**src/rtl/extint_pkg.sv**
```systemverilog
// Shared constants for the external interrupt sense controller: register
// offsets, sense-field bit positions and the register width.
package extint_pkg;
    localparam int REG_W   = 32;
    localparam int SENSE_W = 6;

    // Sense-field bit meanings (bits are ORed; 0x0C = both edges).
    localparam int SENSE_LOW  = 0;
    localparam int SENSE_HIGH = 1;
    localparam int SENSE_FALL = 2;
    localparam int SENSE_RISE = 3;

    // Byte offsets of the register map.
    localparam int OFF_REQ    = 'h000;
    localparam int OFF_EN_CLR = 'h004;
    localparam int OFF_EN_SET = 'h008;
    localparam int OFF_DET    = 'h100;
    localparam int OFF_MON    = 'h104;
    localparam int OFF_CFG    = 'h180;

    typedef logic [SENSE_W-1:0] sense_t;
endpackage

```
**src/rtl/extint_sync.sv**
```systemverilog
// Two-flop synchroniser for a vector of asynchronous inputs.
// Assumes each bit is independent; no cross-bit coherence is promised.
module extint_sync #(
    parameter int WIDTH = 32
) (
    input  logic             clk,
    input  logic             rst_n,
    input  logic [WIDTH-1:0] async_i,
    output logic [WIDTH-1:0] sync_o
);
    logic [WIDTH-1:0] meta_q;
    logic [WIDTH-1:0] stable_q;

    // Capture the raw pins, then retime once more to settle metastability.
    always_ff @(posedge clk) begin
        if (!rst_n) begin
            meta_q   <= '0;
            stable_q <= '0;
        end else begin
            meta_q   <= async_i;
            stable_q <= meta_q;
        end
    end

    assign sync_o = stable_q;
endmodule

```
**src/rtl/extint_detect.sv**
```systemverilog
// Per-pin event detector with sticky status bits.
// Assumes level_i is already synchronised to clk. The sense bits are ORed,
// so any combination is legal and zero detects nothing. A clear request
// wins over a same-cycle event.
module extint_detect
    import extint_pkg::*;
#(
    parameter int NUM_PINS = 32
) (
    input  logic                              clk,
    input  logic                              rst_n,
    input  logic [NUM_PINS-1:0]               level_i,
    input  logic [NUM_PINS-1:0][SENSE_W-1:0]  sense_i,
    input  logic [NUM_PINS-1:0]               clear_i,
    output logic [NUM_PINS-1:0]               detect_o
);
    logic [NUM_PINS-1:0] prev_q;
    logic [NUM_PINS-1:0] hit;
    logic [NUM_PINS-1:0] det_q;

    // Keep last cycle's synchronised level for edge comparison.
    always_ff @(posedge clk) begin
        if (!rst_n) prev_q <= '0;
        else        prev_q <= level_i;
    end

    for (genvar g = 0; g < NUM_PINS; g++) begin : g_pin
        // Event condition for this pin under its sense field.
        always_comb begin
            hit[g] = (sense_i[g][SENSE_LOW]  & ~level_i[g])
                   | (sense_i[g][SENSE_HIGH] &  level_i[g])
                   | (sense_i[g][SENSE_FALL] &  prev_q[g] & ~level_i[g])
                   | (sense_i[g][SENSE_RISE] & ~prev_q[g] &  level_i[g]);
        end

        // Sticky status: cleared by software, set by an event.
        always_ff @(posedge clk) begin
            if (!rst_n)          det_q[g] <= 1'b0;
            else if (clear_i[g]) det_q[g] <= 1'b0;
            else if (hit[g])     det_q[g] <= 1'b1;
        end
    end

    assign detect_o = det_q;
endmodule

```
**src/rtl/extint_regs.sv**
```systemverilog
// Register file and bus decode for the interrupt controller.
// Assumes single-cycle strobes and full-address decode; unaligned or
// unmapped addresses match nothing. Read data is registered and is zero in
// cycles without a read.
module extint_regs
    import extint_pkg::*;
#(
    parameter int NUM_PINS = 32,
    parameter int ADDR_W   = 9
) (
    input  logic                              clk,
    input  logic                              rst_n,
    input  logic [ADDR_W-1:0]                 bus_addr,
    input  logic [REG_W-1:0]                  bus_wdata,
    input  logic                              bus_wr,
    input  logic                              bus_rd,
    input  logic [NUM_PINS-1:0]               detect_i,
    input  logic [NUM_PINS-1:0]               request_i,
    input  logic [NUM_PINS-1:0]               level_i,
    output logic [REG_W-1:0]                  bus_rdata,
    output logic [NUM_PINS-1:0]               enable_o,
    output logic [NUM_PINS-1:0][SENSE_W-1:0]  sense_o,
    output logic [NUM_PINS-1:0]               clear_o
);
    localparam logic [ADDR_W-1:0] A_REQ    = ADDR_W'(OFF_REQ);
    localparam logic [ADDR_W-1:0] A_EN_CLR = ADDR_W'(OFF_EN_CLR);
    localparam logic [ADDR_W-1:0] A_EN_SET = ADDR_W'(OFF_EN_SET);
    localparam logic [ADDR_W-1:0] A_DET    = ADDR_W'(OFF_DET);
    localparam logic [ADDR_W-1:0] A_MON    = ADDR_W'(OFF_MON);

    logic [NUM_PINS-1:0]               cfg_sel;
    logic [NUM_PINS-1:0]               enable_q;
    logic [NUM_PINS-1:0][SENSE_W-1:0]  sense_q;
    logic [NUM_PINS-1:0]               wmask;
    logic [REG_W-1:0]                  rd_mux;
    logic [REG_W-1:0]                  rdata_q;

    assign wmask = bus_wdata[NUM_PINS-1:0];

    for (genvar g = 0; g < NUM_PINS; g++) begin : g_cfg
        // Match this pin's sense register address.
        assign cfg_sel[g] = (bus_addr == ADDR_W'(OFF_CFG + 4 * g));

        // Hold the six sense bits; upper write bits are dropped.
        always_ff @(posedge clk) begin
            if (!rst_n)                   sense_q[g] <= '0;
            else if (bus_wr && cfg_sel[g]) sense_q[g] <= bus_wdata[SENSE_W-1:0];
        end
    end

    // Enable mask: write-1-to-set and write-1-to-clear ports.
    always_ff @(posedge clk) begin
        if (!rst_n)
            enable_q <= '0;
        else if (bus_wr && bus_addr == A_EN_SET)
            enable_q <= enable_q | wmask;
        else if (bus_wr && bus_addr == A_EN_CLR)
            enable_q <= enable_q & ~wmask;
    end

    // One-cycle clear pulse toward the detector for write-1-to-clear.
    assign clear_o = (bus_wr && bus_addr == A_DET) ? wmask : '0;

    // Select the addressed register; unmapped offsets read zero.
    always_comb begin
        rd_mux = '0;
        if (bus_addr == A_REQ)    rd_mux = REG_W'(request_i);
        if (bus_addr == A_EN_CLR) rd_mux = REG_W'(enable_q);
        if (bus_addr == A_DET)    rd_mux = REG_W'(detect_i);
        if (bus_addr == A_MON)    rd_mux = REG_W'(level_i);
        for (int p = 0; p < NUM_PINS; p++) begin
            if (cfg_sel[p]) rd_mux = REG_W'(sense_q[p]);
        end
    end

    // Register read data; zero when no read was requested.
    always_ff @(posedge clk) begin
        if (!rst_n)      rdata_q <= '0;
        else if (bus_rd) rdata_q <= rd_mux;
        else             rdata_q <= '0;
    end

    assign bus_rdata = rdata_q;
    assign enable_o  = enable_q;
    assign sense_o   = sense_q;
endmodule

```
**src/rtl/extint_ctrl.sv**
```systemverilog
// Top of the external interrupt sense controller.
// Chain: pins -> synchroniser -> detector -> AND enable -> output register.
// Assumes NUM_PINS <= 32 and ADDR_W wide enough to reach 0x180 + 4*(NUM_PINS-1).
module extint_ctrl
    import extint_pkg::*;
#(
    parameter int NUM_PINS = 32,
    parameter int ADDR_W   = 9
) (
    input  logic                clk,
    input  logic                rst_n,
    input  logic [NUM_PINS-1:0] pin_i,
    input  logic [ADDR_W-1:0]   bus_addr,
    input  logic [REG_W-1:0]    bus_wdata,
    input  logic                bus_wr,
    input  logic                bus_rd,
    output logic [REG_W-1:0]    bus_rdata,
    output logic [NUM_PINS-1:0] irq_o
);
    logic [NUM_PINS-1:0]               level_w;
    logic [NUM_PINS-1:0]               detect_w;
    logic [NUM_PINS-1:0]               enable_w;
    logic [NUM_PINS-1:0]               clear_w;
    logic [NUM_PINS-1:0]               request_w;
    logic [NUM_PINS-1:0][SENSE_W-1:0]  sense_w;
    logic [NUM_PINS-1:0]               irq_q;

    extint_sync #(.WIDTH(NUM_PINS)) u_sync (
        .clk     (clk),
        .rst_n   (rst_n),
        .async_i (pin_i),
        .sync_o  (level_w)
    );

    extint_detect #(.NUM_PINS(NUM_PINS)) u_detect (
        .clk      (clk),
        .rst_n    (rst_n),
        .level_i  (level_w),
        .sense_i  (sense_w),
        .clear_i  (clear_w),
        .detect_o (detect_w)
    );

    extint_regs #(.NUM_PINS(NUM_PINS), .ADDR_W(ADDR_W)) u_regs (
        .clk       (clk),
        .rst_n     (rst_n),
        .bus_addr  (bus_addr),
        .bus_wdata (bus_wdata),
        .bus_wr    (bus_wr),
        .bus_rd    (bus_rd),
        .detect_i  (detect_w),
        .request_i (request_w),
        .level_i   (level_w),
        .bus_rdata (bus_rdata),
        .enable_o  (enable_w),
        .sense_o   (sense_w),
        .clear_o   (clear_w)
    );

    assign request_w = detect_w & enable_w;

    // Register each request bit onto its own interrupt line.
    always_ff @(posedge clk) begin
        if (!rst_n) irq_q <= '0;
        else        irq_q <= request_w;
    end

    assign irq_o = irq_q;
endmodule

```
**config.mk**
```make
export PLATFORM = sky130hd
export DESIGN_NAME = extint_ctrl
export DESIGN_NICKNAME = d
export VERILOG_FILES = /design/src/rtl/extint_pkg.sv /design/src/rtl/extint_sync.sv /design/src/rtl/extint_detect.sv /design/src/rtl/extint_regs.sv /design/src/rtl/extint_ctrl.sv
export SDC_FILE = /design/constraint.sdc
export NUM_CORES = 1
export LEC_CHECK = 0
export ABC_AREA = 1
export BUFFER_PORTS_ARGS = -buffer_cell sky130_fd_sc_hd__buf_4
export CAP_MARGIN = 20
export CORE_UTILIZATION = 54
export DETAILED_ROUTE_END_ITERATION = 8
export PLACE_DENSITY = 0.82
export SLEW_MARGIN = 20
export SYNTH_ARGS = -nofsm -noshare
export SYNTH_HDL_FRONTEND = slang
export SYNTH_HIERARCHICAL = 1
export SYNTH_SLANG_ARGS = --single-unit
```
**constraint.sdc**
```tcl
create_clock -name clk -period 2.2 [get_ports clk]
set_input_delay 0.22 -clock clk [delete_from_list [all_inputs] [get_ports clk]]
set_output_delay 0.22 -clock clk [all_outputs]
set_load 0.01 [all_outputs]
```
==> results of run 1 <==
[what timing repair did]
action                                  4_1_cts  5_1_grt
hold endpoints to repair                     58        0
pin swaps                                     6        4
resized for setup                            33       17
endpoints found under the setup margin        6       27
hold buffers                                 58        0
buffers inserted                              0        1
[where the power goes]
part	leakage [nW]	switching (mW)	total [mW]	internal [mW]
Combinational	6.07	0.510	0.827	0.317
Sequential	3.37	0.0600	7.67	7.61
Clock	0.682	2.92	7.08	4.17
[sequential cells by signal, summed over array words and instances, names as in the netlist, named ones only]
signal             cells
irq_o                 32
u_detect/detect_o     32
u_detect/prev_q       32
u_regs/bus_rdata      32
u_regs/sense_o       192
u_sync/meta_q         32
u_sync/sync_o         32
[cells in the mapped netlist, types with 2 or more instances]
| master | count |
|---|---|
| buf_4 | 4 |
| a211oi_1 | 6 |
| o22ai_1 | 2 |
| nor2_4 | 4 |
| buf_1 | 5 |
| nor3_2 | 3 |
| dfxtp_1 | 416 |
| nor3_1 | 22 |
| nor4_1 | 7 |
| inv_1 | 404 |
| nand2_1 | 570 |
| and3_1 | 2 |
| clkbuf_1 | 98 |
| a221oi_1 | 21 |
| or2_2 | 17 |
| a21oi_1 | 253 |
| buf_6 | 13 |
| clkinv_1 | 6 |
| nor2_2 | 6 |
| nand3_1 | 174 |
| o21ai_1 | 6 |
| nor2_1 | 226 |
| or2_0 | 3 |
| inv_2 | 8 |
| o21ai_0 | 201 |
| buf_2 | 5 |
| a22oi_1 | 10 |
| a41oi_1 | 5 |
| nand4_1 | 32 |
[logic make-up after synthesis]
kind of cell,count (synthesis),share of synthesized area [%]
compound gates,506,15.1
buf+inv,543,12.2
simple gates,1072,25.6
flops,416,47.1
[worst max-delay path by stage]
stage / startpoint / endpoint / slack (ns) / cells after the start
after detailed placement: bus_addr[6] / u_regs/bus_rdata[2]$_SDFF_PN0_ / -0.64 / 24
after CTS: u_detect/detect_o[2]$_SDFFE_PP0P_ / u_regs/bus_rdata[2]$_SDFF_PN0_ / -0.21 / 20
after global routing: u_detect/detect_o[3]$_SDFFE_PP0P_ / u_regs/bus_rdata[3]$_SDFF_PN0_ / -0.38 / 22
final: u_detect/detect_o[3]$_SDFFE_PP0P_ / u_regs/bus_rdata[3]$_SDFF_PN0_ / -0.19 / 22
after global placement: bus_addr[1] / u_regs/bus_rdata[2]$_SDFF_PN0_ / -0.59 / 21
after floorplan: bus_addr[1] / u_regs/bus_rdata[2]$_SDFF_PN0_ / 0.01 / 20
[area by class of cell]
class | instances | area [sq um]
Clock inverter | 9 | 73.8
Multi-Input combinational cell | 1578 | 7360
Timing Repair Buffer | 381 | 3110
Tap cell | 435 | 544
Sequential cell | 416 | 8340
Inverter | 418 | 1570
Clock buffer | 63 | 1290
Fill cell | 2567 | 9580
[stage by stage]
step | hold WS (ns) | setup WS (ns) | utilization (%) | power, mW | setup TNS, ns
2_1_floorplan | 0.313 | 0.0104 | - | 8.17 | 0
3_3_place_gp | 0.393 | -0.595 | 63.3 | 8.53 | -12.80
3_5_place_dp | 0.399 | -0.640 | 63.3 | 8.54 | -15.33
4_1_cts | 0.0966 | -0.214 | 69.7 | 15.6 | -0.866
5_1_grt | 0.128 | -0.377 | 69.9 | 16.0 | -1.99
6_report | 0.117 | -0.189 | 69.9 | 15.6 | -0.885
[critical path, cell delays in order, from the launching register on]
cell     delay [ns]
dfxtp_4        0.37
nand2_4        0.07
inv_2          0.04
nand2_2        0.06
nand3_2        0.07
a21oi_2        0.13
nand3_1        0.11
a21oi_2        0.14
nand4_1        0.10
nand2_1        0.08
nand3_1        0.08
nand2_1        0.08
nand3_1        0.06
o21ai_1        0.08
nand2_1        0.06
o21ai_1        0.09
nand3_1        0.13
o21ai_2        0.09
nand3_1        0.10
o21ai_2        0.09
nand3_1        0.10
nand2_1        0.09
a21oi_1        0.06
[per-layer routing]
metal | GRT usage [%] | vias up | wire, microns | part of all wire (%)
met2 | 57.3 | 869 | 26800 | 46
met1 | 42.9 | 8227 | 23400 | 40
met3 | 7.29 | 171 | 5550 | 9.6
li1 | - | 8636 | - | -
met4 | 13.6 | 0 | 2180 | 3.8
met5 | 0 | - | 0 | 0
==> run_results.csv, run 1 <==
group,metric,value,unit
status,run_status,"finished with violations",
status,violations,"setup timing",
setup_path,startpoint_type,"flip-flop",
timing,slew_headroom,52.5,%
yosys,synth_seq_cells,416,
timing,tightest_slew,0.712,ns
drt,wirelength,57.9,mm
drt,wire_per_inst,17.6,microns
drt,routed_via_density,5.43,
finish,layout-drive-gt1-share,16.5,%
finish,final_common_cell,"nand2_1",
global_routing,gr-total-overflow,0,
timing,setup_viol,6,
global_routing,grt_use_total,34.2,%
finish,final_cell_count_no_fill,3300,
die,die_y,183,microns
setup_path,reg2reg_depth,22,
placed_design,gp_congestion,0.971,
hold_path,hold_start,"bus_wdata[4]",
setup_path,critPathKind,"flip-flop to flip-flop",
finish,antenna_cells,0,
drt,firstDrtPassIters,6,
yosys,ys_seq_area_share,47.1,%
yosys,ys_types,37,
pwr,leakage,10.1,nW
setup_path,timing.rr.start,"u_detect/detect_o[3]$_SDFFE_PP0P_",
drt,drt_iter0_drc,1701,
die,start_util,55.5,%
cts,clockBufferDepth,3,
timing,drv_slew,0,
yosys,synthTopCellsByArea,"dfxtp_1 (47%), nand2_1 (12%), inv_1 (8.6%)",
yosys,avgSynthCellArea,6.97,sq um
setup_path,critPathCaptureType,"flip-flop",
global_routing,antenna_found_initial,0,
hold_path,whs_path_depth,3,
setup_path,worstPathArrival,2.80,ns
placed_design,dpl_cell_area,20200,sq um
finish,nets,2915,
placed_design,dp_hpwl,40.1,mm
yosys,yosysTopAreaCellShare,47.1,%
yosys,syn_area,17700,sq um
drt,final_antenna_net_count,0,
drt,vias,17900,
setup_path,ff2ff_setup_slack,-0.19,ns
yosys,ys_warn_count,6,
placed_design,port_buffers,140,
cts,clkLatencyLatePin,0.54,ns
yosys,synth_top_area_cell,"dfxtp_1",
timing,fin_ws,-0.189,ns
die,die_w,183,microns
timing,min_period,2.39,ns
placed_design,dp_cells,3169,
run,cap_violations,0,
cts,htree_levels,2,
setup_path,crit_fanout,3,
yosys,async_flop_share,0,%
setup_path,reg2reg_to,"u_regs/bus_rdata[3]$_SDFF_PN0_",
global_routing,grt_pass1_vias,17200,
yosys,synthCells,2537,
finish,final_cell_mix,"nand2_1 (557), dfxtp_1 (407), inv_1 (401)",
cts,cts_buffers,43,
yosys,ys.flop_type,"dfxtp_1",
global_routing,grt_max_degree,111,
pwr,max-vdd-ir-drop,0.000501,V
cts,cts_sinks,416,
setup_path,required,2.61,ns
hold_path,min_path_type,"input port to flip-flop",
timing,skew,0.0205,ns
yosys,synth-edff-count,0,
timing,rsz0062_at_grt,"yes",
die,dieArea,33500,sq um
cts,cts_tree,"done",
cts,clkTransAtPathRegs,0.06,ns
global_routing,grt_pass1_wl,89.7,mm
die,num_rows,65,
timing,fmax,419,MHz
die,boundaryPins,141,
timing,period_share,109,%
drt,drc,0,
finish,area_delta_synth_final,26.1,%
cts,root_buffer,"clkbuf_16",
die,coreArea,31900,sq um
timing,hold_viol,0,
yosys,synth_fp_nets,2614,
finish,design_area,22300,sq um
pwr,power_density,699,nW/um^2
No activity file was read; power rests on OpenSTA's default activity.
==> run 2: changes to the inputs <==
Settings changed: TNS_END_PERCENT set to 1.
==> run 2 against run 1 <==
The flow still finishes with violations (setup timing). Largest power group unchanged. Core utilization shrank 0.22 points. Design area shrank 0.32%. Final cell count is the same.
==> run_results.csv, run 2 (synthesized netlist as in run 1, its figures left out) <==
group,metric,value,unit
status,run_status,"finished with violations",
status,violations,"setup timing",
hold_path,hold_start,"bus_rd",
cts,cts_tree,"done",
die,boundaryPins,141,
finish,largest_register_ffs,192,
setup_path,crit_fanout,3,
drt,final_antenna_net_count,0,
finish,area_delta_synth_final,25.7,%
drt,wire_per_inst,17.5,microns
die,num_rows,65,
timing,skew,0.0204,ns
timing,slew_headroom,51.9,%
cts,clkTransAtPathRegs,0.06,ns
finish,final_cell_mix,"nand2_1 (565), dfxtp_1 (410), inv_1 (403)",
placed_design,gp_congestion,0.971,
die,dieArea,33500,sq um
setup_path,crit_chain,"a221oi_1, nand4_1, o21ai_2, nand4_1, nand2_1, nand4_1, nand2_1, nand3_2, nand2_1, nand4_1, nand2_1, nand2_1, nand2_1, nand4_1, nand2_1, nand4_1, nand2_1, inv_1",
pwr,power_density,701,nW/um^2
die,die_y,183,microns
timing,fmax,399,MHz
drt,routed_via_density,5.41,
placed_design,dpl_worst_slack,-0.640,ns
die,start_util,55.5,%
timing,period_share,114,%
die,coreArea,31900,sq um
placed_design,port_buffers,140,
hold_path,whs_path_depth,5,
finish,design_area,22200,sq um
placed_design,dp_cells,3169,
global_routing,grt_pass1_vias,17200,
placed_design,dp_hpwl,40.1,mm
drt,firstDrtPassIters,6,
setup_path,reg2reg_depth,18,
die,die_w,183,microns
timing,tightest_slew,0.721,ns
timing,min_period,2.51,ns
drt,drc,0,
setup_path,required,2.63,ns
timing,hold_viol,0,
finish,layout-drive-gt1-share,15.9,%
drt,vias,17900,
global_routing,antenna_found_initial,0,
finish,final_common_cell,"nand2_1",
finish,fill_cells,2588,
cts,clockBufferDepth,3,
finish,antenna_cells,0,
cts,clkLatencyLatePin,0.54,ns
setup_path,timing.rr.start,"u_regs/sense_o[19]$_SDFFE_PN0P_",
setup_path,crit_top_cell,"nand2_1",
global_routing,grt_use_total,34.2,%
setup_path,ff2ff_setup_slack,-0.31,ns
timing,fin_ws,-0.308,ns
pwr,max-vdd-ir-drop,0.000502,V
finish,postLayoutCoreUtil,69.7,%
pwr,leakage,10.1,nW
setup_path,reg2reg_to,"u_regs/bus_rdata[1]$_SDFF_PN0_",
setup_path,slowest_delay,0.39,ns
drt,wirelength,57.9,mm
run,cap_violations,0,
global_routing,gr-total-overflow,0,
finish,final_cell_count_no_fill,3300,
drt,drt_iter0_drc,1752,
cts,cts_buffers,43,
cts,htree_levels,2,
timing,rsz0062_at_grt,"yes",
global_routing,grt_pass1_wl,89.6,mm
timing,drv_slew,0,
cts,root_buffer,"clkbuf_16",
finish,nets,2915,
setup_path,critPathKind,"flip-flop to flip-flop",
hold_path,min_path_type,"input port to flip-flop",
setup_path,slowest_stage,"a221oi_1",
hold_path,hold_end,"u_regs/bus_rdata[0]$_SDFF_PN0_",
global_routing,grt_max_degree,111,
setup_path,worstPathArrival,2.94,ns
placed_design,dpl_cell_area,20200,sq um
setup_path,startpoint_type,"flip-flop",
setup_path,critPathCaptureType,"flip-flop",
cts,cts_sinks,416,
timing,setup_viol,6,
run 2: worst max path at each step:
| stage | startpoint | end | slack [ns] | depth (start not counted) |
|---|---|---|---|---|
| floorplan | bus_addr[1] | u_regs/bus_rdata[2]$_SDFF_PN0_ | 0.01 | 20 |
| global placement | bus_addr[1] | u_regs/bus_rdata[2]$_SDFF_PN0_ | -0.59 | 21 |
| detailed placement | bus_addr[6] | u_regs/bus_rdata[2]$_SDFF_PN0_ | -0.64 | 24 |
| CTS | u_detect/detect_o[3]$_SDFFE_PP0P_ | u_regs/bus_rdata[3]$_SDFF_PN0_ | -0.24 | 22 |
| global route | flip-flop | u_regs/bus_rdata[1]$_SDFF_PN0_ | -0.44 | 22 |
| finish | u_regs/sense_o[19]$_SDFFE_PN0P_ | u_regs/bus_rdata[1]$_SDFF_PN0_ | -0.31 | 18 |
run 2: layout make-up:
| cell class | instances | area, sq um | area share [%] |
|---|---|---|---|
| Multi-Input combinational cell | 1578 | 7300 | 32.9 |
| Sequential cell | 416 | 8340 | 37.5 |
| Timing Repair Buffer | 381 | 3110 | 14.0 |
| Clock buffer | 63 | 1290 | 5.82 |
| Clock inverter | 9 | 73.8 | 0.332 |
| Tap cell | 435 | 544 | 2.45 |
| Inverter | 418 | 1570 | 7.06 |
run 2: what timing repair did:
action	4_1_cts	5_1_grt
pin swaps	1	12
hold endpoints to repair	58	0
endpoints found under the setup margin	6	27
resized for setup	16	10
setup buffers	0	1
hold buffers	58	0
run 2: critical path: cells and delay by family (launching register included):
kind | cells | cell delay [ns]
compound gates | 2 | 0.50
buf+inv | 1 | 0.04
flops | 1 | 0.35
simple gates | 15 | 1.52
run 2: power by group:
group          leakage (nW)  internal [mW]  switching (mW)
registers              3.37           7.61          0.0594
clock network         0.682           4.17            2.91
logic                  6.01          0.317           0.510
run 2: per-stage QoR:
step	TNS, ns	power [mW]	hold slack, ns
6_report	-1.19	15.6	0.112
2_1_floorplan	0	8.17	0.313
3_5_place_dp	-15.33	8.54	0.399
5_1_grt	-2.34	16.0	0.128
4_1_cts	-1.02	15.6	0.0966
3_3_place_gp	-12.80	8.53	0.393
run 2: metal layers:
layer | share of wire (%) | global-route usage [%] | routed length (microns)
met5 | 0 | 0 | 0
met4 | 3.6 | 13.1 | 2080
met3 | 9.7 | 7.01 | 5640
met2 | 46 | 57.5 | 26800
met1 | 40 | 43.1 | 23300
